--- src/rtl/dtmf_ser_pkg.sv ---
package dtmf_ser_pkg;
    localparam int FRAME_BITS = 10;

    typedef logic [3:0]            nib_t;
    typedef logic [FRAME_BITS-1:0] frame_t;

    // check nibble: two's complement of the data, modulo 16
    function automatic nib_t chk_of(input nib_t d);
        return (~d) + 4'd1;
    endfunction

    // index 0 is sent first: start, data LSB first, check LSB first, stop
    function automatic frame_t pack_frame(input nib_t d);
        return {1'b1, chk_of(d), d, 1'b0};
    endfunction
endpackage

--- src/rtl/dtmf_ms_tick.sv ---
module dtmf_ms_tick #(
    parameter int CYC_PER_MS = 50000
) (
    input  logic clk,
    input  logic rst_n,
    input  logic clr,
    output logic tick
);
    localparam int PW = (CYC_PER_MS > 1) ? $clog2(CYC_PER_MS) : 1;
    localparam logic [PW-1:0] LAST = PW'(CYC_PER_MS - 1);

    typedef struct packed {
        logic [PW-1:0] cnt;
    } st_t;

    st_t st_d, st_q;

    always_comb begin
        st_d = st_q;
        tick = (st_q.cnt == LAST);
        if (clr || tick) st_d.cnt = '0;
        else             st_d.cnt = st_q.cnt + 1'b1;
    end

    always_ff @(posedge clk or negedge rst_n) begin
        if (!rst_n) st_q <= '0;
        else        st_q <= st_d;
    end
endmodule

--- src/rtl/dtmf_digit_gate.sv ---
module dtmf_digit_gate
    import dtmf_ser_pkg::*;
#(
    parameter int STABLE_MS = 40,
    parameter int PAUSE_MS  = 20
) (
    input  logic clk,
    input  logic rst_n,
    input  logic clr,
    input  logic tick,
    input  logic tone_det,
    input  nib_t tone_code,
    input  logic tx_busy,
    output logic accept,
    output nib_t acc_code
);
    localparam int RW = $clog2(STABLE_MS + 1);
    localparam int QW = $clog2(PAUSE_MS + 1);
    localparam logic [RW-1:0] RUN_FULL   = RW'(STABLE_MS);
    localparam logic [QW-1:0] QUIET_FULL = QW'(PAUSE_MS);

    typedef struct packed {
        nib_t          cand;
        logic          have;
        logic [RW-1:0] run;
        logic [QW-1:0] quiet;
        logic          armed;
    } st_t;

    localparam st_t RST = '{cand: 4'd0, have: 1'b0, run: '0, quiet: '0, armed: 1'b1};

    st_t st_d, st_q;

    always_comb begin
        st_d     = st_q;
        accept   = st_q.armed && st_q.have && (st_q.run == RUN_FULL) && !tx_busy;
        acc_code = st_q.cand;

        if (tone_det) begin
            st_d.quiet = '0;
            if (!st_q.have || (tone_code != st_q.cand)) begin
                st_d.cand = tone_code;
                st_d.have = 1'b1;
                st_d.run  = '0;
            end else if (tick && (st_q.run != RUN_FULL)) begin
                st_d.run = st_q.run + 1'b1;
            end
        end else begin
            st_d.have = 1'b0;
            st_d.run  = '0;
            if (tick && (st_q.quiet != QUIET_FULL)) st_d.quiet = st_q.quiet + 1'b1;
            if (st_q.quiet == QUIET_FULL)           st_d.armed = 1'b1;
        end

        if (accept) st_d.armed = 1'b0;
        if (clr)    st_d = RST;
    end

    always_ff @(posedge clk or negedge rst_n) begin
        if (!rst_n) st_q <= RST;
        else        st_q <= st_d;
    end
endmodule

--- src/rtl/dtmf_frame_tx.sv ---
module dtmf_frame_tx
    import dtmf_ser_pkg::*;
#(
    parameter int BAUD_DIV = 41667
) (
    input  logic clk,
    input  logic rst_n,
    input  logic clr,
    input  logic load,
    input  nib_t code,
    output logic busy,
    output logic line
);
    localparam int BW = (BAUD_DIV > 1) ? $clog2(BAUD_DIV) : 1;
    localparam int IW = $clog2(FRAME_BITS);
    localparam logic [BW-1:0] BAUD_LAST = BW'(BAUD_DIV - 1);
    localparam logic [IW-1:0] IDX_LAST  = IW'(FRAME_BITS - 1);

    typedef struct packed {
        logic          busy;
        logic [IW-1:0] idx;
        logic [BW-1:0] baud;
        frame_t        sh;
    } st_t;

    st_t st_d, st_q;

    always_comb begin
        st_d = st_q;
        if (st_q.busy) begin
            if (st_q.baud == BAUD_LAST) begin
                st_d.baud = '0;
                if (st_q.idx == IDX_LAST) begin
                    st_d.busy = 1'b0;
                end else begin
                    st_d.idx = st_q.idx + 1'b1;
                    st_d.sh  = {1'b1, st_q.sh[FRAME_BITS-1:1]};
                end
            end else begin
                st_d.baud = st_q.baud + 1'b1;
            end
        end else if (load) begin
            st_d.busy = 1'b1;
            st_d.idx  = '0;
            st_d.baud = '0;
            st_d.sh   = pack_frame(code);
        end
        if (clr) st_d = '0;
    end

    assign busy = st_q.busy;
    assign line = st_q.busy ? st_q.sh[0] : 1'b1;

    always_ff @(posedge clk or negedge rst_n) begin
        if (!rst_n) st_q <= '0;
        else        st_q <= st_d;
    end
endmodule

--- src/rtl/dtmf_digit_serializer.sv ---
module dtmf_digit_serializer
    import dtmf_ser_pkg::*;
#(
    parameter int CLK_HZ     = 50_000_000,
    parameter int BAUD       = 1200,
    parameter int CYC_PER_MS = CLK_HZ / 1000,
    parameter int BAUD_DIV   = CLK_HZ / BAUD,
    parameter int STABLE_MS  = 40,
    parameter int PAUSE_MS   = 20
) (
    input  logic       clk,
    input  logic       rst_n,
    input  logic       pwr_down,
    input  logic       tone_det,
    input  logic [3:0] tone_code,
    output logic       dvalid_n,
    output logic       sdata_out
);
    logic tick, accept, tx_busy, tx_line;
    nib_t acc_code;

    dtmf_ms_tick #(.CYC_PER_MS(CYC_PER_MS)) u_tick (
        .clk(clk), .rst_n(rst_n), .clr(pwr_down), .tick(tick)
    );

    dtmf_digit_gate #(.STABLE_MS(STABLE_MS), .PAUSE_MS(PAUSE_MS)) u_gate (
        .clk(clk), .rst_n(rst_n), .clr(pwr_down), .tick(tick),
        .tone_det(tone_det), .tone_code(tone_code), .tx_busy(tx_busy),
        .accept(accept), .acc_code(acc_code)
    );

    dtmf_frame_tx #(.BAUD_DIV(BAUD_DIV)) u_tx (
        .clk(clk), .rst_n(rst_n), .clr(pwr_down), .load(accept),
        .code(acc_code), .busy(tx_busy), .line(tx_line)
    );

    assign dvalid_n  = pwr_down | ~tx_busy;
    assign sdata_out = pwr_down | tx_line;
endmodule

--- config.mk ---
export PLATFORM = sky130hd
export DESIGN_NAME = dtmf_digit_serializer
export DESIGN_NICKNAME = d
export VERILOG_FILES = /design/src/rtl/dtmf_ser_pkg.sv /design/src/rtl/dtmf_ms_tick.sv /design/src/rtl/dtmf_digit_gate.sv /design/src/rtl/dtmf_frame_tx.sv /design/src/rtl/dtmf_digit_serializer.sv
export SDC_FILE = /design/constraint.sdc
export NUM_CORES = 1
export LEC_CHECK = 0
export CORE_MARGIN = 8
export CORE_UTILIZATION = 40
export DETAILED_ROUTE_END_ITERATION = 8
export DONT_BUFFER_PORTS = 1
export PLACE_DENSITY_LB_ADDON = 0.1
export SYNTH_ARGS = -nofsm -noshare
export SYNTH_HDL_FRONTEND = slang
export SYNTH_SLANG_ARGS = --single-unit
--- constraint.sdc ---
create_clock -name clk -period 2.5 [get_ports clk]
set_clock_uncertainty 0.2 [all_clocks]
set_input_delay 0.25 -clock clk [delete_from_list [all_inputs] [get_ports clk]]
set_output_delay 0.25 -clock clk [all_outputs]
set_load 0.01 [all_outputs]
==> impl_metrics.tcl <==
set metrics [dict create \
    status "finished, final reports clean" \
    synth_largest_type_area_fraction_pct 46.3 \
    first_global_vias 2628 \
    critPathRequiredTime_ns 2.52 \
    layout_cells_sized_above_1_pct 12.7 \
    synth_nets 375 \
    initial_util_pct 41.4 \
    avgViaCountPerCell 5.46 \
    drt-initial-drc-count 102 \
    top_layer "met4" \
    worstMarginPinSlew_ns 0.636 \
    post_synth_num_cell_types 50 \
    cell_type_with_the_highest_aggregate_area_in_the_netlist "dfrtp_1" \
    min_from "pwr_down" \
    synthToLayoutAreaGrowth_pct 18.5 \
    routed-via-count 2730 \
    drt-met1-wl_um 3620 \
    p_seq_share_pct 52.0 \
    clock_power_share_pct 42.3 \
    setup.worst_path.class "flip-flop to flip-flop" \
    tritoncts "yes" \
    tritoncts_num_sinks 64 \
    routed-wl-met3_um 287 \
    worstHoldPathType "input port to flip-flop" \
    clk_root_buffer_cell "clkbuf_8" \
    detail_route.first_pass.iterations 4 \
    core-area_um2 8220 \
    ys.warnings.count 0 \
    p_sw_mw 0.478 \
    number_of_setup_violations_in_the_final_report 0 \
    cap_viol_max_count 0 \
    clockBufferDepth 2 \
    syn-instance-count 357 \
    grt_overflow 0 \
    syn-mean-instance-area_um2 9.53 \
    postRouteAntennaNets 0 \
    final-hold-violation-count 0 \
    cell_internal_pwr_mw 1.55 \
    clk_pin_slew_ns 0.08 \
    ys_seq_elements 64 \
    power_leakage_nw 1.73 \
    die_height_um 108 \
    grt_first_pass_wirelength_um 12800 \
    cp-startpoint "u_tx.st_q[11]$_DFFE_PN0P_" \
    synthFlopType "dfrtp_1" \
    fp.dieArea_um2 11700 \
    place_ws_ns -0.0586 \
    row_count 33 \
    timing.final.crit_share_pct 95.6 \
    cell_area_after_synthesis_um2 3400 \
    layout.cells.most_common_list "63 x dfrtp_1, 41 x nor2_1, 27 x nand2_1" \
    finalWeightedCongestion 0.826 \
    start_kind "flip-flop" \
    synth_edf_count 0 \
    vdd_ir_drop_max_mv 0.261 \
    max_freq_mhz 418 \
    met2_wirelength_um 3560 \
    reg2reg_depth 7 \
    power_density_normalized_to_cell_area_nw_per_um2 504 \
    die_width_um 108 \
    timing.hold.worst_path_depth 4 \
    regToRegStartpoint "u_tx.st_q[11]$_DFFE_PN0P_" \
    combinationalPowerShare_pct 5.6 \
    antenna_violations_before_repair 0 \
    worst_slew_margin_rel_pct 57.4 \
    final_net_count 408 \
    clkLatencyLatePin_ns 0.33 \
    yosysSeqAreaShare_pct 47.1 \
    end_kind "flip-flop" \
    proportion_of_synthesized_flip_flops_having_asynchronous_set_or_reset_pct 100 \
    layout.core_utilization_pct 49.0 \
    post-route-min-period_ns 2.39 \
    finalPower_mw 2.03 \
    clock_tree.htree_level_count 3 \
    layout_commonest_cell "dfrtp_1" \
    power.switching_fraction_pct 23.6 \
    pin_count_of_the_biggest_net_entering_global_routing 65 \
    critical_path_arrival_ns 2.41 \
    io_buffers 0 \
    routed_wirelength_um 7580 \
    rsz0062_at_grt "no" \
    diodes 0 \
    holdWs_ns 0.0661 \
    worst_slack_ns 0.110 \
    crit_fanout 8 \
    numCtsBuffers 9 \
    fillers 782 \
    detailedPlacementHpwl_um 4910 \
    route.detailed.wl_per_inst_um 15.2 \
    pin_count 10 \
    track_usage_pct 13.6 \
    yosys-top-cells-area "dfrtp_1 46%, nor2_1 4.5%, xor2_1 3.9%" \
    route.detailed.drc 0 \
    totalNegativeSetupSlack_ns 0 \
    final_max_slew_viol_count 0 \
]
-- power groups by stage --
| stage | Clock, mW | Sequential (mW) | Combinational [mW] |
|---|---|---|---|
| CTS | 0.885 | 1.06 | 0.115 |
| floorplan | 0 | 1.07 | 0.0531 |
| detailed placement | 0 | 1.08 | 0.0672 |
| global route | 0.929 | 1.06 | 0.130 |
| global placement | 0 | 1.08 | 0.0667 |
| finish | 0.859 | 1.06 | 0.114 |
-- through the flow --
stage / std cells / area [um^2]
after floorplan: 357 / 3400
after global placement: 468 / 3620
after detailed placement: 468 / 3620
after CTS: 496 / 3960
after global routing: 500 / 4030
final: 500 / 4030
-- final timing paths --
kind | to | slack (ns)
worst min register to register | u_tick.st_q[0]$_DFF_PN0_ | 0.27
max in group asynchronous | u_gate.st_q[0]$_DFFE_PN1P_ | 1.53
worst max-delay path | u_tx.st_q[4]$_DFFE_PN0P_ | 0.11
worst min-delay path | u_tx.st_q[10]$_DFFE_PN0P_ | 0.07
worst max register to register | u_tx.st_q[4]$_DFFE_PN0P_ | 0.11
min in group asynchronous | u_tx.st_q[18]$_DFFE_PN0P_ | 0.26
-- logic make-up after synthesis --
kind of cell               after synthesis  share of synthesized area, %
AOI/OAI and AO/OA                       62                          12.1
buffers and inverters                   33                          3.83
adders and majority gates               10                          3.68
muxes                                    4                          1.18
DFF                                     64                          47.1
xor gates and xnor gates                28                          7.21
and+or+nand+nor                        156                          24.9
-- critical path, cell delays in order (launching register included) --
cell,delay (ns)
dfrtp_1,0.39
inv_2,0.08
ha_4,0.12
or4b_4,0.47
nor4_4,0.35
buf_4,0.22
a311oi_4,0.16
a22o_1,0.28
-- area by class of cell --
| class | count | area (um^2) | share of cell area [%] |
|---|---|---|---|
| clock inverter | 6 | 60.1 | 1.49 |
| sequential | 64 | 1600 | 39.8 |
| clock buffer | 10 | 128 | 3.17 |
| timing repair buffer | 34 | 303 | 7.51 |
| inverter | 20 | 75.1 | 1.86 |
| multi-input combinational | 261 | 1730 | 42.9 |
| tap | 105 | 131 | 3.26 |
-- what timing repair did --
item,CTS,global route
pin swaps,0,6
hold buffers,12,0
setup buffers,0,3
gates resized for setup,1,7
hold endpoints to repair,80,0
endpoints found under the setup margin,9,15
gates cloned,0,1
-- cell usage after synthesis, types with 5 or more instances --
cell type  instances
inv_1             20
nor2_1            41
ha_1              10
a22o_1            12
and4_1             5
nand3_1           20
o21ai_1           11
a21oi_1           16
clkbuf_1          10
and3_1             9
or3_1              5
xor2_1            15
nand2_1           27
xnor2_1           13
o21ai_0            6
nand4_1           10
nor3_1            10
dfrtp_1           63
-- registers in the layout, indices dropped and copies added, names as in the netlist --
| signal | flops |
|---|---|
| u_tx.st_q | 30 |
| u_tick.st_q | 16 |
| u_gate.st_q | 13 |
| u_gate.acc_code | 4 |
| u_tx.busy | 1 |
-- metal layers --
layer / global-route usage, % / vias to the layer above
met5: 0 / -
li1: - / 1336
met1: 18.3 / 1333
met2: 20.7 / 50
met3: 2.74 / 11
met4: 6.14 / 0
Power figures use the tool's default switching activity.
